`config.mk`:
```
export PLATFORM = sky130hd
export DESIGN_NAME = vic2_ctrl
export DESIGN_NICKNAME = d
export VERILOG_FILES = /design/src/rtl/vic2_pkg.sv /design/src/rtl/vic2_regs.sv /design/src/rtl/vic2_pick.sv /design/src/rtl/vic2_svc.sv /design/src/rtl/vic2_ctrl.sv
export SDC_FILE = /design/constraint.sdc
export NUM_CORES = 1
export LEC_CHECK = 0
export CORE_ASPECT_RATIO = 0.6
export CORE_UTILIZATION = 45
export CTS_CLUSTER_SIZE = 16
export DETAILED_ROUTE_END_ITERATION = 6
export PLACE_DENSITY = 0.83
export SLEW_MARGIN = 25
export SYNTH_ARGS = -nofsm -noshare
export SYNTH_HDL_FRONTEND = slang
export SYNTH_HIERARCHICAL = 1
export SYNTH_SLANG_ARGS = --single-unit
```
`constraint.sdc`:
```
create_clock -name clk -period 3.9 [get_ports clk]
set_input_delay 0.78 -clock clk [delete_from_list [all_inputs] [get_ports clk]]
set_output_delay 0.78 -clock clk [all_outputs]
set_load 0.05 [all_outputs]
```
`src/rtl/vic2_pkg.sv`:
```
`timescale 1ns/1ps
package vic2_pkg;

    localparam int REG_W   = 8;
    localparam int GLB_BIT = 7;

    typedef enum logic [0:0] {
        ST_IDLE  = 1'b0,
        ST_OFFER = 1'b1
    } vic2_state_e;

    function automatic logic [REG_W-1:0] src_mask(input int n_src);
        return REG_W'((1 << n_src) - 1);
    endfunction

    function automatic logic [REG_W-1:0] en_mask(input int n_src);
        return src_mask(n_src) | REG_W'(1 << GLB_BIT);
    endfunction

endpackage

```
`src/rtl/vic2_regs.sv`:
```
`timescale 1ns/1ps
module vic2_regs
    import vic2_pkg::*;
#(
    parameter int N_SRC = 5
) (
    input  logic              clk,
    input  logic              rst_n,
    input  logic              wr_en,
    input  logic              wr_sel,
    input  logic [REG_W-1:0]  wr_data,
    output logic [REG_W-1:0]  rd_data,
    output logic              en_glb,
    output logic [N_SRC-1:0]  en_src,
    output logic [N_SRC-1:0]  pri_src
);
    localparam logic [REG_W-1:0] EN_MASK = en_mask(N_SRC);
    localparam logic [REG_W-1:0] PR_MASK = src_mask(N_SRC);

    logic [REG_W-1:0] en_q;
    logic [REG_W-1:0] pri_q;

    always_ff @(posedge clk) begin
        if (!rst_n) begin
            en_q  <= '0;
            pri_q <= '0;
        end else if (wr_en) begin
            if (wr_sel) pri_q <= wr_data & PR_MASK;
            else        en_q  <= wr_data & EN_MASK;
        end
    end

    assign rd_data = wr_sel ? pri_q : en_q;
    assign en_glb  = en_q[GLB_BIT];
    assign en_src  = en_q[N_SRC-1:0];
    assign pri_src = pri_q[N_SRC-1:0];

endmodule

```
`src/rtl/vic2_pick.sv`:
```
`timescale 1ns/1ps
module vic2_pick #(
    parameter int N_SRC = 5,
    parameter int IDX_W = 3
) (
    input  logic [N_SRC-1:0] act,
    input  logic [N_SRC-1:0] pri,
    output logic             hi_any,
    output logic             lo_any,
    output logic [IDX_W-1:0] hi_idx,
    output logic [IDX_W-1:0] lo_idx
);
    logic [N_SRC-1:0] hi_vec;
    logic [N_SRC-1:0] lo_vec;

    assign hi_vec = act & pri;
    assign lo_vec = act & ~pri;
    assign hi_any = |hi_vec;
    assign lo_any = |lo_vec;

    // Scan downward so the lowest-numbered candidate is written last.
    always_comb begin
        hi_idx = '0;
        lo_idx = '0;
        for (int i = N_SRC - 1; i >= 0; i--) begin
            if (hi_vec[i]) hi_idx = IDX_W'(i);
            if (lo_vec[i]) lo_idx = IDX_W'(i);
        end
    end

endmodule

```
`src/rtl/vic2_svc.sv`:
```
`timescale 1ns/1ps
module vic2_svc (
    input  logic clk,
    input  logic rst_n,
    input  logic grant,
    input  logic grant_hi,
    input  logic reti,
    output logic in_hi,
    output logic in_lo
);
    logic hi_n;
    logic lo_n;

    always_comb begin
        hi_n = in_hi;
        lo_n = in_lo;
        if (reti) begin
            if (in_hi) hi_n = 1'b0;
            else       lo_n = 1'b0;
        end
        if (grant) begin
            if (grant_hi) hi_n = 1'b1;
            else          lo_n = 1'b1;
        end
    end

    always_ff @(posedge clk) begin
        if (!rst_n) begin
            in_hi <= 1'b0;
            in_lo <= 1'b0;
        end else begin
            in_hi <= hi_n;
            in_lo <= lo_n;
        end
    end

endmodule

```
`src/rtl/vic2_ctrl.sv`:
```
`timescale 1ns/1ps
module vic2_ctrl
    import vic2_pkg::*;
#(
    parameter int N_SRC         = 5,
    parameter int VEC_W         = 16,
    parameter int VEC_BASE      = 3,
    parameter int VEC_STEP_LOG2 = 3
) (
    input  logic                      clk,
    input  logic                      rst_n,
    input  logic [N_SRC-1:0]          src_req,
    input  logic                      reg_wr,
    input  logic                      reg_sel,
    input  logic [REG_W-1:0]          reg_wdata,
    output logic [REG_W-1:0]          reg_rdata,
    output logic                      cpu_req,
    output logic [$clog2(N_SRC)-1:0]  cpu_src,
    output logic [VEC_W-1:0]          cpu_vec,
    input  logic                      cpu_ack,
    input  logic                      cpu_reti
);
    localparam int IDX_W = $clog2(N_SRC);

    logic              en_glb;
    logic [N_SRC-1:0]  en_src;
    logic [N_SRC-1:0]  pri_src;
    logic [N_SRC-1:0]  active;
    logic              hi_any, lo_any;
    logic [IDX_W-1:0]  hi_idx, lo_idx;
    logic [IDX_W-1:0]  win_idx;
    logic              grant_ok;
    logic              in_hi, in_lo;
    vic2_state_e       state_q, state_n;
    logic [IDX_W-1:0]  src_q;
    logic [VEC_W-1:0]  vec_q;

    vic2_regs #(.N_SRC(N_SRC)) u_regs (
        .clk     (clk),
        .rst_n   (rst_n),
        .wr_en   (reg_wr),
        .wr_sel  (reg_sel),
        .wr_data (reg_wdata),
        .rd_data (reg_rdata),
        .en_glb  (en_glb),
        .en_src  (en_src),
        .pri_src (pri_src)
    );

    for (genvar g = 0; g < N_SRC; g++) begin : g_gate
        assign active[g] = src_req[g] & en_src[g] & en_glb;
    end

    vic2_pick #(.N_SRC(N_SRC), .IDX_W(IDX_W)) u_pick (
        .act    (active),
        .pri    (pri_src),
        .hi_any (hi_any),
        .lo_any (lo_any),
        .hi_idx (hi_idx),
        .lo_idx (lo_idx)
    );

    assign win_idx  = hi_any ? hi_idx : lo_idx;
    assign grant_ok = (state_q == ST_IDLE) && !in_hi &&
                      (hi_any || (lo_any && !in_lo));

    vic2_svc u_svc (
        .clk      (clk),
        .rst_n    (rst_n),
        .grant    (grant_ok),
        .grant_hi (hi_any),
        .reti     (cpu_reti),
        .in_hi    (in_hi),
        .in_lo    (in_lo)
    );

    // state register
    always_ff @(posedge clk) begin
        if (!rst_n) state_q <= ST_IDLE;
        else        state_q <= state_n;
    end

    // transitions: grant, acknowledge, hold
    always_comb begin
        state_n = state_q;
        unique case (state_q)
            ST_IDLE:  if (grant_ok) state_n = ST_OFFER;
            ST_OFFER: if (cpu_ack)  state_n = ST_IDLE;
            default:  state_n = ST_IDLE;
        endcase
    end

    // outputs latched on the grant transition
    always_ff @(posedge clk) begin
        if (!rst_n) begin
            src_q <= '0;
            vec_q <= '0;
        end else if (grant_ok) begin
            src_q <= win_idx;
            vec_q <= VEC_W'(VEC_BASE) + (VEC_W'(win_idx) << VEC_STEP_LOG2);
        end
    end

    assign cpu_req = (state_q == ST_OFFER);
    assign cpu_src = src_q;
    assign cpu_vec = vec_q;

endmodule

```
# --- Word-level counts from Yosys, hierarchy flattened ---
# Cells that the tools add are included.
word_totals:
  ff_bits: 33
  latch_bits: 0
  ram_bits: 0
  romBits: 0
  input_bits: 19
  output_inout_bits: 28
  elab_cells: 55
  n_memories: 0
op_classes:
  n_addsub: 1
  multipliers: 0
  div_mod_pow: 0
  magnitude_cmp: 0
  eq_ne: 0
  shifts: 0
  n_mux: 22
  bitwise_logic: 15
  n_reduce_logical: 10
op_table:
  columns: ["cell", "n"]
  rows:
  - ["$mux W3", 11]
  - ["$and A1 B1 Y1", 10]
  - ["$and A5 B5 Y5", 2]
  - ["$reduce_or A5 Y1", 2]
  - ["$mux W1", 9]
  - ["$mux W8", 1]
  - ["$add A2 B6 Y7 const A", 1]
  - ["$not A5 Y5", 1]
  - ["$reduce_and A2 Y1", 2]
  - ["$logic_and A1 B1 Y1", 3]
  - ["$logic_not A1 Y1", 2]
  - ["$not A1 Y1", 2]
  - ["$pmux W1 S2", 1]
  - ["$logic_or A1 B1 Y1", 1]

# --- Logic depth before layout (Yosys ltp) ---
depth:
  ltp_word: 10
  depth_mapped: 8
  ltp_nobuf: 8

# --- Cells and area by module ---
# The synthesis kept the hierarchy.
modules_own_cells:
  columns: ["mod", "instances", "cells_each", "area_each_um2", "seq_area_each_um2"]
  rows:
  - ["vic2_regs", 1, 55, 530.5, 220.2]
  - ["vic2_ctrl", 1, 42, 397.9, 100.1]
  - ["vic2_pick", 1, 23, 140.1, 0.0]
  - ["vic2_svc", 1, 9, 83.8, 40.0]

# --- Worst setup path after synthesis ---
# Ideal clock, no wire load.
synth_path:
  path_kind: "input -> output"
  from: "input reg_sel"
  to: "output reg_rdata[7]"
  t_arrival_ps: 1592
  required_ps: 3120
  setup_slack_ps: 1528
  stages: 2
  path_buffers: 1
  path_cell_list: "buf_6 > nor2b_1"
synth_between:
  elab_chain_cells: 1
synth_rtl:
  columns: ["item", "line_no", "rtl"]
  rows:
  - ["start: declaration", "vic2_ctrl.sv:14", "input logic reg_sel,"]
  - ["$mux W8", "vic2_regs.sv:33", "assign rd_data = wr_sel ? pri_q : en_q;"]
  - ["end: declaration", "vic2_ctrl.sv:16", "output logic [REG_W-1:0] reg_rdata,"]
# Every way passes these cells.

# --- Worst setup path in the final report ---
layout_path:
  from: "input reg_sel"
  to: "output reg_rdata[2]"
# The elaborated chain is that of the path after synthesis.

==> run_results.csv <==
group,metric,value,unit
synthesis,yosys.area.top_type,"dfxtp_1",
sta,final-max-slew-violation-count,0,
synthesis,yosys-top-cells-count,"nand2_1, buf_4, dfxtp_1",
power_and_ir_drop,ir_worst_vdd,0.267,mV
drt,vias,895,
worst_setup_path,arrival,2.55,ns
drt,drtAntennaViolNets,0,
synthesis,ys_warn_count,6,
power_and_ir_drop,swShare,32.1,%
clock_network,numCtsBuffers,3,
worst_setup_path,endpoint_kind,"output pin",
placement,place.gp.congestion,0.744,
global_routing,gr-total-overflow,0,
drt,drt_iter0_drc,39,
synthesis,ys_seq_area_share,31.3,%
worst_setup_path,r2r_start,"u_regs/en_q[7]",
worst_setup_path,worstSetupStartpointType,"primary input",
global_routing,grtUsageTotal,20.1,%
drt,drc,0,
sta,post-route-min-period,3.33,ns
synthesis,avgSynthCellArea,8.93,µm²
cells_and_area,drive_gt1_share,9.93,%
die,initial_core_util,50.2,%
placement,dp_hpwl,1900,µm
clock_network,clk_path_buf_depth,2,
drt,wl_per_cell,13.9,µm
worst_setup_path,reg2reg_depth,5,
worst_setup_path,crit_required,3.12,ns
clock_network,cts_resized,0,
sta,setup_slack,0.573,ns
sta,post-route-period-util,85.3,%
placement,dp_cells,178,
die,fp.dieH,41.2,µm
placement,dpl_cell_area,1360,µm²
synthesis,synth_edf_count,0,
die,num_rows,13,
clock_network,hold_buffers,0,
cells_and_area,fin_nets,172,
run_status,status,"finished, final reports clean",
drt,wl,2510,µm
synthesis,ys_top_cells_by_area,"dfxtp_1, mux2i_1, buf_4",
sta,final.setup_skew,0.00210,ns
synthesis,ys_async_sr_fraction,0,%
cells_and_area,fin_cells,181,
synthesis,yosysUniqueCellTypes,28,
worst_hold_path,holdPathEnd,"u_regs/en_q[1]",
global_routing,antenna_found_initial,0,
sta,hold_violations,0,
run,cap_violations,0,
clock_network,cts.htree.levels,1,
power_and_ir_drop,pwr-share-comb,24.7,%
power_and_ir_drop,internal_power,0.000298,W
worst_hold_path,min_path_cells,2,
sta,max_freq,301,MHz
worst_setup_path,rrSetupSlack,1.95,ns
sta,maxSlewHeadroom,44.7,%
clock_network,root_buffer,"clkbuf_8",
die,top_level_ports,47,
synthesis,syn-cell-area,1150,µm²
die,core_area,2290,µm²
global_routing,grt_pass1_wl,3760,µm
clock_network,clk_pin_slew,0.07,ns
synthesis,syn_inst,129,
clock_network,tritoncts,"done",
power_and_ir_drop,power_density,313,nW/µm²
placement,dp_slack,0.577,ns
cells_and_area,finalInstanceArea,1400,µm²
synthesis,synth_top_area_share,31.3,%
drt,dr.pass1.iters,4,
synthesis,synthFlopType,"dfxtp_1",
die,die_w,67.3,µm
die,dieArea,2770,µm²
worst_hold_path,hold_path_startpoint,"u_regs/en_q[1]",
power_and_ir_drop,p_leak,0.594,nW
worst_setup_path,rr_endpoint,"cpu_src[1]",
synthesis,synth-seq-cells,18,
drt,viasPerCell,4.94,
sta,rsz0062_at_grt,"no",
clock_network,cts.sinks,18,
clock_network,postCtsSetupBuffers,0,
power_and_ir_drop,power_switching,0.000141,W
sta,finalSetupViolCount,0,
power_and_ir_drop,clkPwrFrac,29.9,%
sta,tightest_slew,0.827,ns
placement,port-buffer-count,31,
synthesis,yosysMostFrequentCell,"nand2_1",
worst_setup_path,path_class,"in2out",
power_and_ir_drop,seq_power_share,45.4,%
global_routing,grt_pass1_vias,829,
sta,fin_setup_tns,0,ns
cells_and_area,area_growth,21.8,%
worst_hold_path,hold_class,"reg2reg",
clock_network,clk_latency,0.26,ns
worst_setup_path,cp_max_fo,8,
cells_and_area,antenna_cells,0,
global_routing,grt_max_degree,26,
how the worst max path moves through the flow:
stage / startpoint / endpoint / slack (ns) / depth (start not counted)
2_1_floorplan: reg_sel / reg_rdata[7] / 1.53 / 2
3_3_place_gp: reg_sel / reg_rdata[0] / 0.61 / 3
3_5_place_dp: reg_sel / reg_rdata[2] / 0.58 / 3
4_1_cts: reg_sel / reg_rdata[2] / 0.57 / 3
5_1_grt: reg_sel / reg_rdata[2] / 0.52 / 3
6_report: reg_sel / reg_rdata[2] / 0.57 / 3
metal layers:
metal	up-vias	track usage, %	part of all wire, %
met2	24	38.0	47
met3	5	5.83	4.3
met5	-	0	0
li1	453	-	-
met4	0	6.38	0.84
met1	413	22.6	48
power groups by stage:
stage	clock network [W]	registers [W]	logic (W)
after floorplan	0	0.000207	0.0000846
after CTS	0.000134	0.000199	0.000108
final	0.000131	0.000199	0.000108
after global routing	0.000139	0.000201	0.000114
after global placement	0	0.000203	0.000106
after detailed placement	0	0.000203	0.000107
state kept, by name (all words and copies together) (netlist names):
register and count:
cpu_req 1, u_svc/in_lo 1, cpu_src 2, u_svc/in_hi 1, cpu_vec 2, u_regs/en_q 6
u_regs/pri_q 5
critical path: stages:
cell             delay [ns]
clkdlybuf4s50_1        0.67
mux2_2                 0.38
clkdlybuf4s50_1        0.71
logic make-up (layout without fill, tap and decap cells):
family	Yosys count	in the layout	share of synthesized area (%)
flip-flops	18	18	31.3
other	2	13	0.652
AO/OA/AOI/OAI	16	16	11.5
AND/OR/NAND/NOR	51	51	24.0
multiplexers	19	19	17.0
buffers and inverters	23	34	15.5
per-stage QoR:
stage          utilization, %  hold slack [ns]  power [W]
4_1_cts                  61.2            0.476   0.000441
3_3_place_gp             59.4            0.449   0.000308
5_1_grt                  61.2            0.484   0.000453
6_report                 61.2            0.474   0.000439
3_5_place_dp             59.4            0.464   0.000311
2_1_floorplan               -            0.441   0.000291
layout make-up:
| type | count | area (µm²) |
|---|---|---|
| tap | 30 | 37.5 |
| timing repair buffer | 31 | 310 |
| clock buffer | 3 | 41.3 |
| multi-input combinational | 99 | 654 |
| sequential | 18 | 360 |
| fill | 190 | 890 |
cells in the final DEF, fill, tap and decap left out, types with 3 or more instances in the layout:
cell type	n
clkdlybuf4s50_1	31
nand2_1	23
dfxtp_1	18
mux2i_1	14
conb_1	13
nor2b_1	9
and3_1	5
mux2_2	5
o211ai_1	3
o211a_1	3
clkbuf_8	3
nor2_1	3
nand2b_1	3
Note: power is estimated with default switching activity, not from simulation.
